## src/rtl/pn_pkg.sv

```systemverilog
// Shared helpers for the PN chip generator.
// Assumes lengths are small unsigned integers.
package pn_pkg;
    // Bound a requested register length into the supported range.
    function automatic int unsigned pn_clamp(input int unsigned req,
                                             input int unsigned lo,
                                             input int unsigned hi);
        if (req < lo) return lo;
        if (req > hi) return hi;
        return req;
    endfunction
endpackage

```

## src/rtl/pn_lfsr_core.sv

```systemverilog
// Fibonacci shift register with run-time length, taps and seed.
// Shifts toward bit 0; the feedback parity enters at bit len-1.
// Assumes state is only written via load, so bits at and above len stay 0.
module pn_lfsr_core
    import pn_pkg::*;
#(
    parameter int MAX_LEN = 16,
    parameter int MIN_LEN = 3,
    localparam int LEN_W = $clog2(MAX_LEN + 1)
) (
    input  logic               clk,
    input  logic               rst_n,
    input  logic               load_i,
    input  logic               step_i,
    input  logic [LEN_W-1:0]   len_i,
    input  logic [MAX_LEN-1:0] taps_i,
    input  logic [MAX_LEN-1:0] seed_i,
    output logic [MAX_LEN-1:0] state_o,
    output logic [MAX_LEN-1:0] next_o,
    output logic [MAX_LEN-1:0] seed_o,
    output logic [LEN_W-1:0]   len_o
);
    localparam logic [MAX_LEN-1:0] RST_TAPS = MAX_LEN'(3);
    localparam logic [MAX_LEN-1:0] RST_SEED = MAX_LEN'(7);

    logic [MAX_LEN-1:0] state_q, taps_q, seed_q, nxt;
    logic [MAX_LEN-1:0] req_mask, req_seed, eff_seed;
    logic [LEN_W-1:0]   len_q, req_len;
    logic               fb;

    // Clamp the requested length and build the load-time mask and seed.
    always_comb begin
        req_len = LEN_W'(pn_clamp(int'(len_i), MIN_LEN, MAX_LEN));
        for (int i = 0; i < MAX_LEN; i++) req_mask[i] = (i < int'(req_len));
        req_seed = seed_i & req_mask;
        eff_seed = (req_seed == '0) ? req_mask : req_seed;
    end

    // Feedback parity over the selected stages.
    assign fb = ^(state_q & taps_q);

    // Per-stage next-state selection: feedback enters at len-1, others shift down.
    for (genvar i = 0; i < MAX_LEN; i++) begin : g_stage
        if (i == MAX_LEN - 1) begin : g_top
            assign nxt[i] = (int'(len_q) == i + 1) ? fb : 1'b0;
        end else begin : g_mid
            assign nxt[i] = (int'(len_q) == i + 1) ? fb : state_q[i+1];
        end
    end

    // Configuration capture and register advance.
    always_ff @(posedge clk) begin
        if (!rst_n) begin
            len_q   <= LEN_W'(MIN_LEN);
            taps_q  <= RST_TAPS;
            seed_q  <= RST_SEED;
            state_q <= RST_SEED;
        end else if (load_i) begin
            len_q   <= req_len;
            taps_q  <= (taps_i & req_mask) | MAX_LEN'(1);
            seed_q  <= eff_seed;
            state_q <= eff_seed;
        end else if (step_i) begin
            state_q <= nxt;
        end
    end

    assign state_o = state_q;
    assign next_o  = nxt;
    assign seed_o  = seed_q;
    assign len_o   = len_q;

    // an invertible map from a nonzero start never reaches zero.
    p_nonzero_r3: assert property (@(posedge clk) disable iff (!rst_n)
        (state_q != '0));
    // stages at and above the active length stay clear.
    p_upper_clear_r10: assert property (@(posedge clk) disable iff (!rst_n)
        ((state_q >> len_q) == '0));
    // no strobe and no load leaves the register unchanged.
    p_hold_r4: assert property (@(posedge clk) disable iff (!rst_n)
        (!step_i && !load_i) |=> $stable(state_q));
endmodule

```

## src/rtl/pn_epoch_track.sv

```systemverilog
// Epoch flag and chip index for the PN generator.
// Epoch is high while the register equals the loaded seed; the index
// counts strobes and clears on the strobe that re-enters the seed.
// Assumes the register map is invertible so the seed always recurs.
module pn_epoch_track #(
    parameter int MAX_LEN = 16,
    localparam int LEN_W = $clog2(MAX_LEN + 1)
) (
    input  logic               clk,
    input  logic               rst_n,
    input  logic               load_i,
    input  logic               step_i,
    input  logic [MAX_LEN-1:0] state_i,
    input  logic [MAX_LEN-1:0] next_i,
    input  logic [MAX_LEN-1:0] seed_i,
    input  logic [LEN_W-1:0]   len_i,
    output logic               epoch_o,
    output logic [MAX_LEN-1:0] idx_o
);
    logic [MAX_LEN-1:0] idx_q;
    logic [MAX_LEN:0]   period;

    // Epoch compare against the captured seed.
    assign epoch_o = (state_i == seed_i);
    // Period length for the bound check.
    assign period = ((MAX_LEN+1)'(1) << len_i) - (MAX_LEN+1)'(1);

    // Chip index: clear on load or on return to the seed, else count strobes.
    always_ff @(posedge clk) begin
        if (!rst_n)           idx_q <= '0;
        else if (load_i)      idx_q <= '0;
        else if (step_i)      idx_q <= (next_i == seed_i) ? '0 : idx_q + 1'b1;
    end

    assign idx_o = idx_q;

    // whenever the seed state is present the index reads zero.
    p_epoch_idx_r9: assert property (@(posedge clk) disable iff (!rst_n)
        epoch_o |-> (idx_q == '0));
    // a load leaves the index at zero on the following cycle.
    p_load_clear_r2: assert property (@(posedge clk) disable iff (!rst_n)
        load_i |=> (idx_q == '0) && epoch_o);
    // the index never reaches the period length.
    p_idx_bound_r5: assert property (@(posedge clk) disable iff (!rst_n)
        ({1'b0, idx_q} < period));
endmodule

```

## src/rtl/pn_code_gen.sv

```systemverilog
// Top of the PN chip generator: register core, epoch tracker and
// ±1 sign mapping. Assumes primitive tap masks for full-period use.
module pn_code_gen #(
    parameter int MAX_LEN = 16,
    parameter int MIN_LEN = 3,
    localparam int LEN_W = $clog2(MAX_LEN + 1)
) (
    input  logic               clk,
    input  logic               rst_n,
    input  logic               load_i,
    input  logic [LEN_W-1:0]   len_i,
    input  logic [MAX_LEN-1:0] taps_i,
    input  logic [MAX_LEN-1:0] seed_i,
    input  logic               step_i,
    output logic               chip_o,
    output logic [1:0]         sign_o,
    output logic               epoch_o,
    output logic [MAX_LEN-1:0] chip_idx_o
);
    logic [MAX_LEN-1:0] state, nxt, seed;
    logic [LEN_W-1:0]   len;

    pn_lfsr_core #(.MAX_LEN(MAX_LEN), .MIN_LEN(MIN_LEN)) u_core (
        .clk(clk), .rst_n(rst_n), .load_i(load_i), .step_i(step_i),
        .len_i(len_i), .taps_i(taps_i), .seed_i(seed_i),
        .state_o(state), .next_o(nxt), .seed_o(seed), .len_o(len)
    );

    pn_epoch_track #(.MAX_LEN(MAX_LEN)) u_epoch (
        .clk(clk), .rst_n(rst_n), .load_i(load_i), .step_i(step_i),
        .state_i(state), .next_i(nxt), .seed_i(seed), .len_i(len),
        .epoch_o(epoch_o), .idx_o(chip_idx_o)
    );

    // Output chip and its signed ±1 form.
    assign chip_o = state[0];
    assign sign_o = chip_o ? 2'b11 : 2'b01;

    // sign is +1 for a zero chip and -1 for a one chip.
    p_sign_map_r8: assert property (@(posedge clk) disable iff (!rst_n)
        (sign_o == (state[0] ? 2'b11 : 2'b01)) && (sign_o[0] == 1'b1));
endmodule

```

## config.mk

```make
export PLATFORM = sky130hd
export DESIGN_NAME = pn_code_gen
export DESIGN_NICKNAME = d
export VERILOG_FILES = /design/src/rtl/pn_pkg.sv /design/src/rtl/pn_lfsr_core.sv /design/src/rtl/pn_epoch_track.sv /design/src/rtl/pn_code_gen.sv
export SDC_FILE = /design/constraint.sdc
export NUM_CORES = 1
export LEC_CHECK = 0
export ABC_AREA = 1
export ABC_CLOCK_PERIOD_IN_PS = 3100
export CORE_MARGIN = 4
export CORE_UTILIZATION = 31
export CTS_CLUSTER_SIZE = 20
export DETAILED_ROUTE_END_ITERATION = 7
export HOLD_SLACK_MARGIN = 0.15
export PLACE_DENSITY = 0.54
export SLEW_MARGIN = 15
export SYNTH_ARGS = -nofsm -noshare
export SYNTH_HDL_FRONTEND = slang
export SYNTH_HIERARCHICAL = 1
export SYNTH_SLANG_ARGS = --single-unit
```

## constraint.sdc

```tcl
create_clock -name clk -period 3.1 [get_ports clk]
set_input_delay 0.31 -clock clk [delete_from_list [all_inputs] [get_ports clk]]
set_output_delay 0.31 -clock clk [all_outputs]
set_load 0.02 [all_outputs]
```

* Word-level counts from Yosys, hierarchy flattened
Cells that the tools add are included.
Operators by class: add/subtract/negate cells 1, order comparisons 18, eq/ne operators 18, mux-type cells 28, bitwise operators 4, reductions and logical operators 4
Operator list (number):
- 16-bit two-way mux | 4
- 16-bit bitwise AND | 3
- 5-bit equality test (second input constant) | 9
- 4-bit by 5-bit < comparator with 1-bit output (first input constant) | 8
- 16-bit equality test | 2
- 5-bit by 4-bit equality test with 1-bit output (second input constant) | 4
- 3-bit by 5-bit < comparator with 1-bit output (first input constant) | 4
- 1-bit two-way mux | 19
- 16-bit by 1-bit adder with 16-bit output (second input constant) | 1
- 16-bit zero test | 1
- 16-bit parity | 1
- 5-bit two-way mux | 3
- 5-bit by 3-bit equality test with 1-bit output (second input constant) | 2
- 1-bit by 5-bit < comparator with 1-bit output (first input constant) | 2
- 2-bit by 5-bit < comparator with 1-bit output (first input constant) | 2
- 5-bit by 2-bit equality test with 1-bit output (second input constant) | 1
- 5-bit > comparator (second input constant) | 1
- 5-bit by 2-bit < comparator with 1-bit output (second input constant) | 1
- 2-bit two-way mux | 2
- 2-bit nonzero test | 1
- 2-bit OR reduction | 1
- 1-bit NOT | 1
Storage, ports and cells: flip-flop bits (word level) 68, input bits 41, output and inout bits 20, word-level logic and storage cells 78

* Logic depth before layout (Yosys ltp)
depth after elaboration 10, gate-level depth with buffers 22, depth with buffers taken out 20

* Hierarchy
Netlist, hierarchy kept.
By module, submodules not included:
- pn_lfsr_core | instances 1, cells each 573, area an instance 3306.9 µm², seq. area each 1041.0 µm²
- pn_epoch_track | instances 1, cells each 252, area an instance 1451.4 µm², seq. area each 320.3 µm²
- pn_code_gen | instances 1, cells each 3, area an instance 18.8 µm², seq. area each 0.0 µm²

* Least setup slack after synthesis
Ideal clock, no wire load.
kind reg-to-reg, from register u_core.state_q[0], in the netlist u_core/state_o[0], to register u_epoch.idx_q[11], in the netlist u_epoch/idx_o[11], setup time 116 ps, data arrival time 2253 ps, data required time 2984 ps, slack 731 ps, cell stages (with the launch flop) 21, period minus slack after synthesis 2369 ps, path through dfxtp_1 -> inv_1 -> nand2_1 -> nand2_1 -> nand2_1 -> nand2_1 -> nand2_1 -> nand2_1 -> nand3_1 -> buf_2 -> nand3_1 -> and2_1 -> nand2_1 -> nand2_1 -> nor2_1 -> nand2_1 -> nor2_1 -> nand3_1 -> nand2_2 -> buf_8 -> nor2_1
On the way: longest elaborated chain between the ends 5, elaborated cells between the ends (all ways) 20, classes of those cells 1 x eq/ne; 17 x mux; 1 x bitwise; 1 x reduce/logical
Ends and longest elaborated chain:
- start: declaration | line pn_lfsr_core.sv:26 | logic [MAX_LEN-1:0] state_q, taps_q, seed_q, nxt;
- start signal: assignment | line pn_lfsr_core.sv:62 | state_q <= eff_seed;
- start signal: assignment | line pn_lfsr_core.sv:64 | state_q <= nxt;
- 16-bit bitwise AND | line pn_lfsr_core.sv:40 | assign fb = ^(state_q & taps_q);
- 16-bit parity | line pn_lfsr_core.sv:40
- 1-bit two-way mux | line pn_lfsr_core.sv:47 | assign nxt[i] = (int'(len_q) == i + 1) ? fb : state_q[i+1];
- named net nxt[7] | line pn_code_gen.sv:20 | logic [MAX_LEN-1:0] state, nxt, seed;
- 16-bit equality test | line pn_epoch_track.sv:32 | else if (step_i) idx_q <= (next_i == seed_i) ? '0 : idx_q + 1'b1;
- 16-bit two-way mux | line pn_epoch_track.sv:32
- end signal: assignment | line pn_epoch_track.sv:32
- end: declaration | line pn_epoch_track.sv:20 | logic [MAX_LEN-1:0] idx_q;
The timed path passes the listed nets, and every way through them passes these cells. A chain may end at the register's enable or synchronous reset.

* Worst setup path after layout
from register u_core.state_q[15], in the netlist u_core/state_o[15], to register u_epoch.idx_q[10], in the netlist u_epoch/idx_o[10]
Same word-level chain as after synthesis.

==> metrics.yaml <==
worst_setup_path:
  cp.depth: 21
  reg2reg_slack_ns: 0.37
  crit_slowest_cell: "dfxtp_1"
  worstRegToRegCells: 21
  critPathCaptureType: "flop"
  slowest_delay_ns: 0.38
  cpMostUsedCell: "nand2_1"
  crit_chain: "nand2_1 > inv_1 > nand2_1 > nand2_1 > nand2_1 > nand2_1 > nand2_1 > nand2_1 > nand2_1 > buf_12 > nand3_1 > and2_1 > inv_1 > nand2_1 > nand2_1 > nor2_1 > nand2_1 > nor2_1 > nand3_1 > nand2_2 > nor2_1"
  endpoint: "u_epoch/idx_o[10]"
  r2r_start: "u_core/state_o[15]"
  critPathRequiredTime_ns: 3.32
  cp_top_family: "simple AND/OR/NAND/NOR gates"
  regToRegEndpoint: "u_epoch/idx_o[10]"
  startpoint: "u_core/state_o[15]"
  worst-path-buf-inv: 3
  path_max_fanout: 15
  start_kind: "flop"
  crit_type: "flop to flop"
  crit_arrival_ns: 2.96
power:
  power_frac_seq: 0.344
  p_sw_frac: 0.276
  combPwrFrac: 0.195
  p_int_mw: 2.03
  power_density_mw_per_mm2: 470
  ir_worst_vdd_mv: 0.333
  p_leak_nw: 2.93
  switching_power_uw: 772
  clkPwrFrac: 0.461
routing:
  drc: 0
  num_vias: 5017
  met2_length_mm: 5.97
  met1Wirelength_mm: 6.82
  drtAntennaViolNets: 0
  met3_length_microns: 772
  highest_layer: "met4"
  drt_iter0_drc: 367
  via_per_inst: 4.65
  first_pass_iters: 5
  routed_wl_mm: 13.9
  avgRoutedWirePerCell_microns: 12.9
finish:
  layout.nets: 928
  diodes: 0
  drive_gt1_frac: 0.0640
  ff_latch_area_sq_mm: 0.00136
  synthToLayoutAreaGrowth_pct: 24.6
  fin_cells: 1079
  multiInputGateArea_sq_mm: 0.00284
  fillers: 1689
  final_cell_area_sq_mm: 0.00595
synthesis:
  synth_edf_count: 0
  synth_area_sq_mm: 0.00478
  ys_seq_area_frac: 0.285
  netlist_instances: 828
  synth-warning-count: 6
  avgSynthCellArea_sq_um: 5.77
  synth_area_leaders: "dfxtp_1, nand2_1, inv_1, nor2_1, nand3_1"
  ys.flop_type: "dfxtp_1"
  ys_types: 41
  synth-seq-cells: 68
  yosysMostFrequentCell: "nand2_1"
  yosysTopAreaCell: "dfxtp_1"
  syn-num-nets: 870
  async_flop_share: 0
  synth_top_area_frac: 0.285
  synth_common_cells: "nand2_1, inv_1, nor2_1"
run:
  drv_cap: 0
clock_network:
  cts_buffers: 9
  insertion_delay_ns: 0.34
  cts_htree_levels: 3
  cts_resized: 0
  hold_buffers: 0
  cts.clk_slew.worst_paths_ns: 0.06
  cts_tree: "yes"
  clock_path_buffers: 2
  cts-root-buf: "clkbuf_16"
  cts_setup_buffers: 0
  cts.sinks: 68
floorplan:
  initial_core_util: 0.315
  ios: 61
  rows: 45
  coreArea_sq_mm: 0.0151
  dieArea_sq_mm: 0.0175
  die_w_microns: 132
  die_h_microns: 132
grt:
  grt_start_max_net_pins: 39
  grt_pass1_vias: 4640
  gr-total-overflow: 0
  grt_pass1_wl_mm: 22.8
  antenna_found_initial: 0
  track_usage: 0.163
timing:
  setup_viol: 0
  period_needed_ns: 2.73
  rsz0062_at_grt: "no"
  tightest_slew_ns: 1.05
  fin_crit_sh: 0.881
  fmax_mhz: 366
  slew_viol_final: 0
  holdWs_ns: 0.457
  skew_ns: 0.00593
  relSlewSlack: 0.297
  tns_ns: 0
  finalHoldViolations: 0
place:
  dpl.hpwl_mm: 10.7
  dp.cells: 1063
  gp_congestion: 0.922
  port_buffers: 58
  place_area_sq_mm: 0.00558
min_path:
  hp-class: "flop to flop"
run_status:
  status: "complete, no violations"
[layout make-up]
type                       count  share of cell area
timing repair buffer          69               0.116
clock buffer                  10              0.0401
inverter                     121              0.0763
sequential                    68               0.229
tap                          188              0.0395
multi-input combinational    617               0.477
clock inverter                 6              0.0225
[how the worst min path moves through the flow]
| stage | cells after the start | slack [ns] | endpoint | start |
|---|---|---|---|---|
| floorplan | 1 | 0.39 | u_core/taps_q[1] | rst_n |
| global placement | 2 | 0.44 | u_core/taps_q[1] | u_core/taps_q[1] |
| detailed placement | 2 | 0.44 | u_core/taps_q[1] | u_core/taps_q[1] |
| CTS | 2 | 0.46 | u_core/taps_q[1] | u_core/taps_q[1] |
| global route | 2 | 0.49 | u_core/taps_q[1] | u_core/taps_q[1] |
| finish | 2 | 0.46 | u_core/taps_q[1] | u_core/taps_q[1] |
[tightest hold or removal path, stage by stage (launching register included)]
cell and delay (ns):
dfxtp_1 0.33, nand2_1 0.05, nand3_1 0.05
[registers in the layout, summed over array words and instances (netlist names)]
register	cells
u_core/len_o	5
u_core/seed_o	16
u_core/state_o	16
u_core/taps_q	15
u_epoch/idx_o	16
[metrics by stage]
step | utilization | worst slack, ns | power [mW]
floorplan | - | 0.731 | 1.33
global placement | 0.369 | 0.364 | 1.52
detailed placement | 0.369 | 0.311 | 1.52
CTS | 0.393 | 0.287 | 2.83
global route | 0.393 | 0.0152 | 2.95
finish | 0.393 | 0.368 | 2.80
[layer usage]
metal	vias up	global-route usage
met5	-	0
met4	0	0.0659
met3	18	0.0450
met2	129	0.251
met1	2199	0.214
li1	2671	-
[power groups by stage]
stage	clock [mW]	sequential (mW)	combinational, mW
floorplan	0	0.970	0.360
global placement	0	0.982	0.541
detailed placement	0	0.982	0.543
CTS	1.33	0.963	0.545
global route	1.36	0.970	0.618
finish	1.29	0.963	0.545
[placed cells by master, fill, tap and decap left out, types with 2 or more instances in the layout]
cell type          n
o21ai_1            2
a211oi_1           2
nand3_2            4
nor2_2             6
bufinv_16          4
nor3_2             2
dfxtp_1           68
clkinv_1           3
inv_1            114
nand2_2            2
buf_4              9
a21oi_1           48
inv_2              4
nand2_1          302
o21ai_0           17
nor3_1            12
nand3_1           62
nor2_4             3
xnor2_1            8
clkdlybuf4s50_1   58
nor2_1            86
nand4_1            8
buf_12             2
clkbuf_16          9
xor2_1            16
or2_2              7
and2_1            16
nor4_1             2
[logic make-up after synthesis]
logic type,share of synthesized area
AND/OR/NAND/NOR,0.457
multiplexers,0.00210
AO/OA/AOI/OAI,0.0885
flip-flops,0.285
other,0.000785
adder cells (fa/ha/maj),0.00262
XOR/XNOR,0.0440
buffers and inverters,0.120
Power figures use the tool's default switching activity.
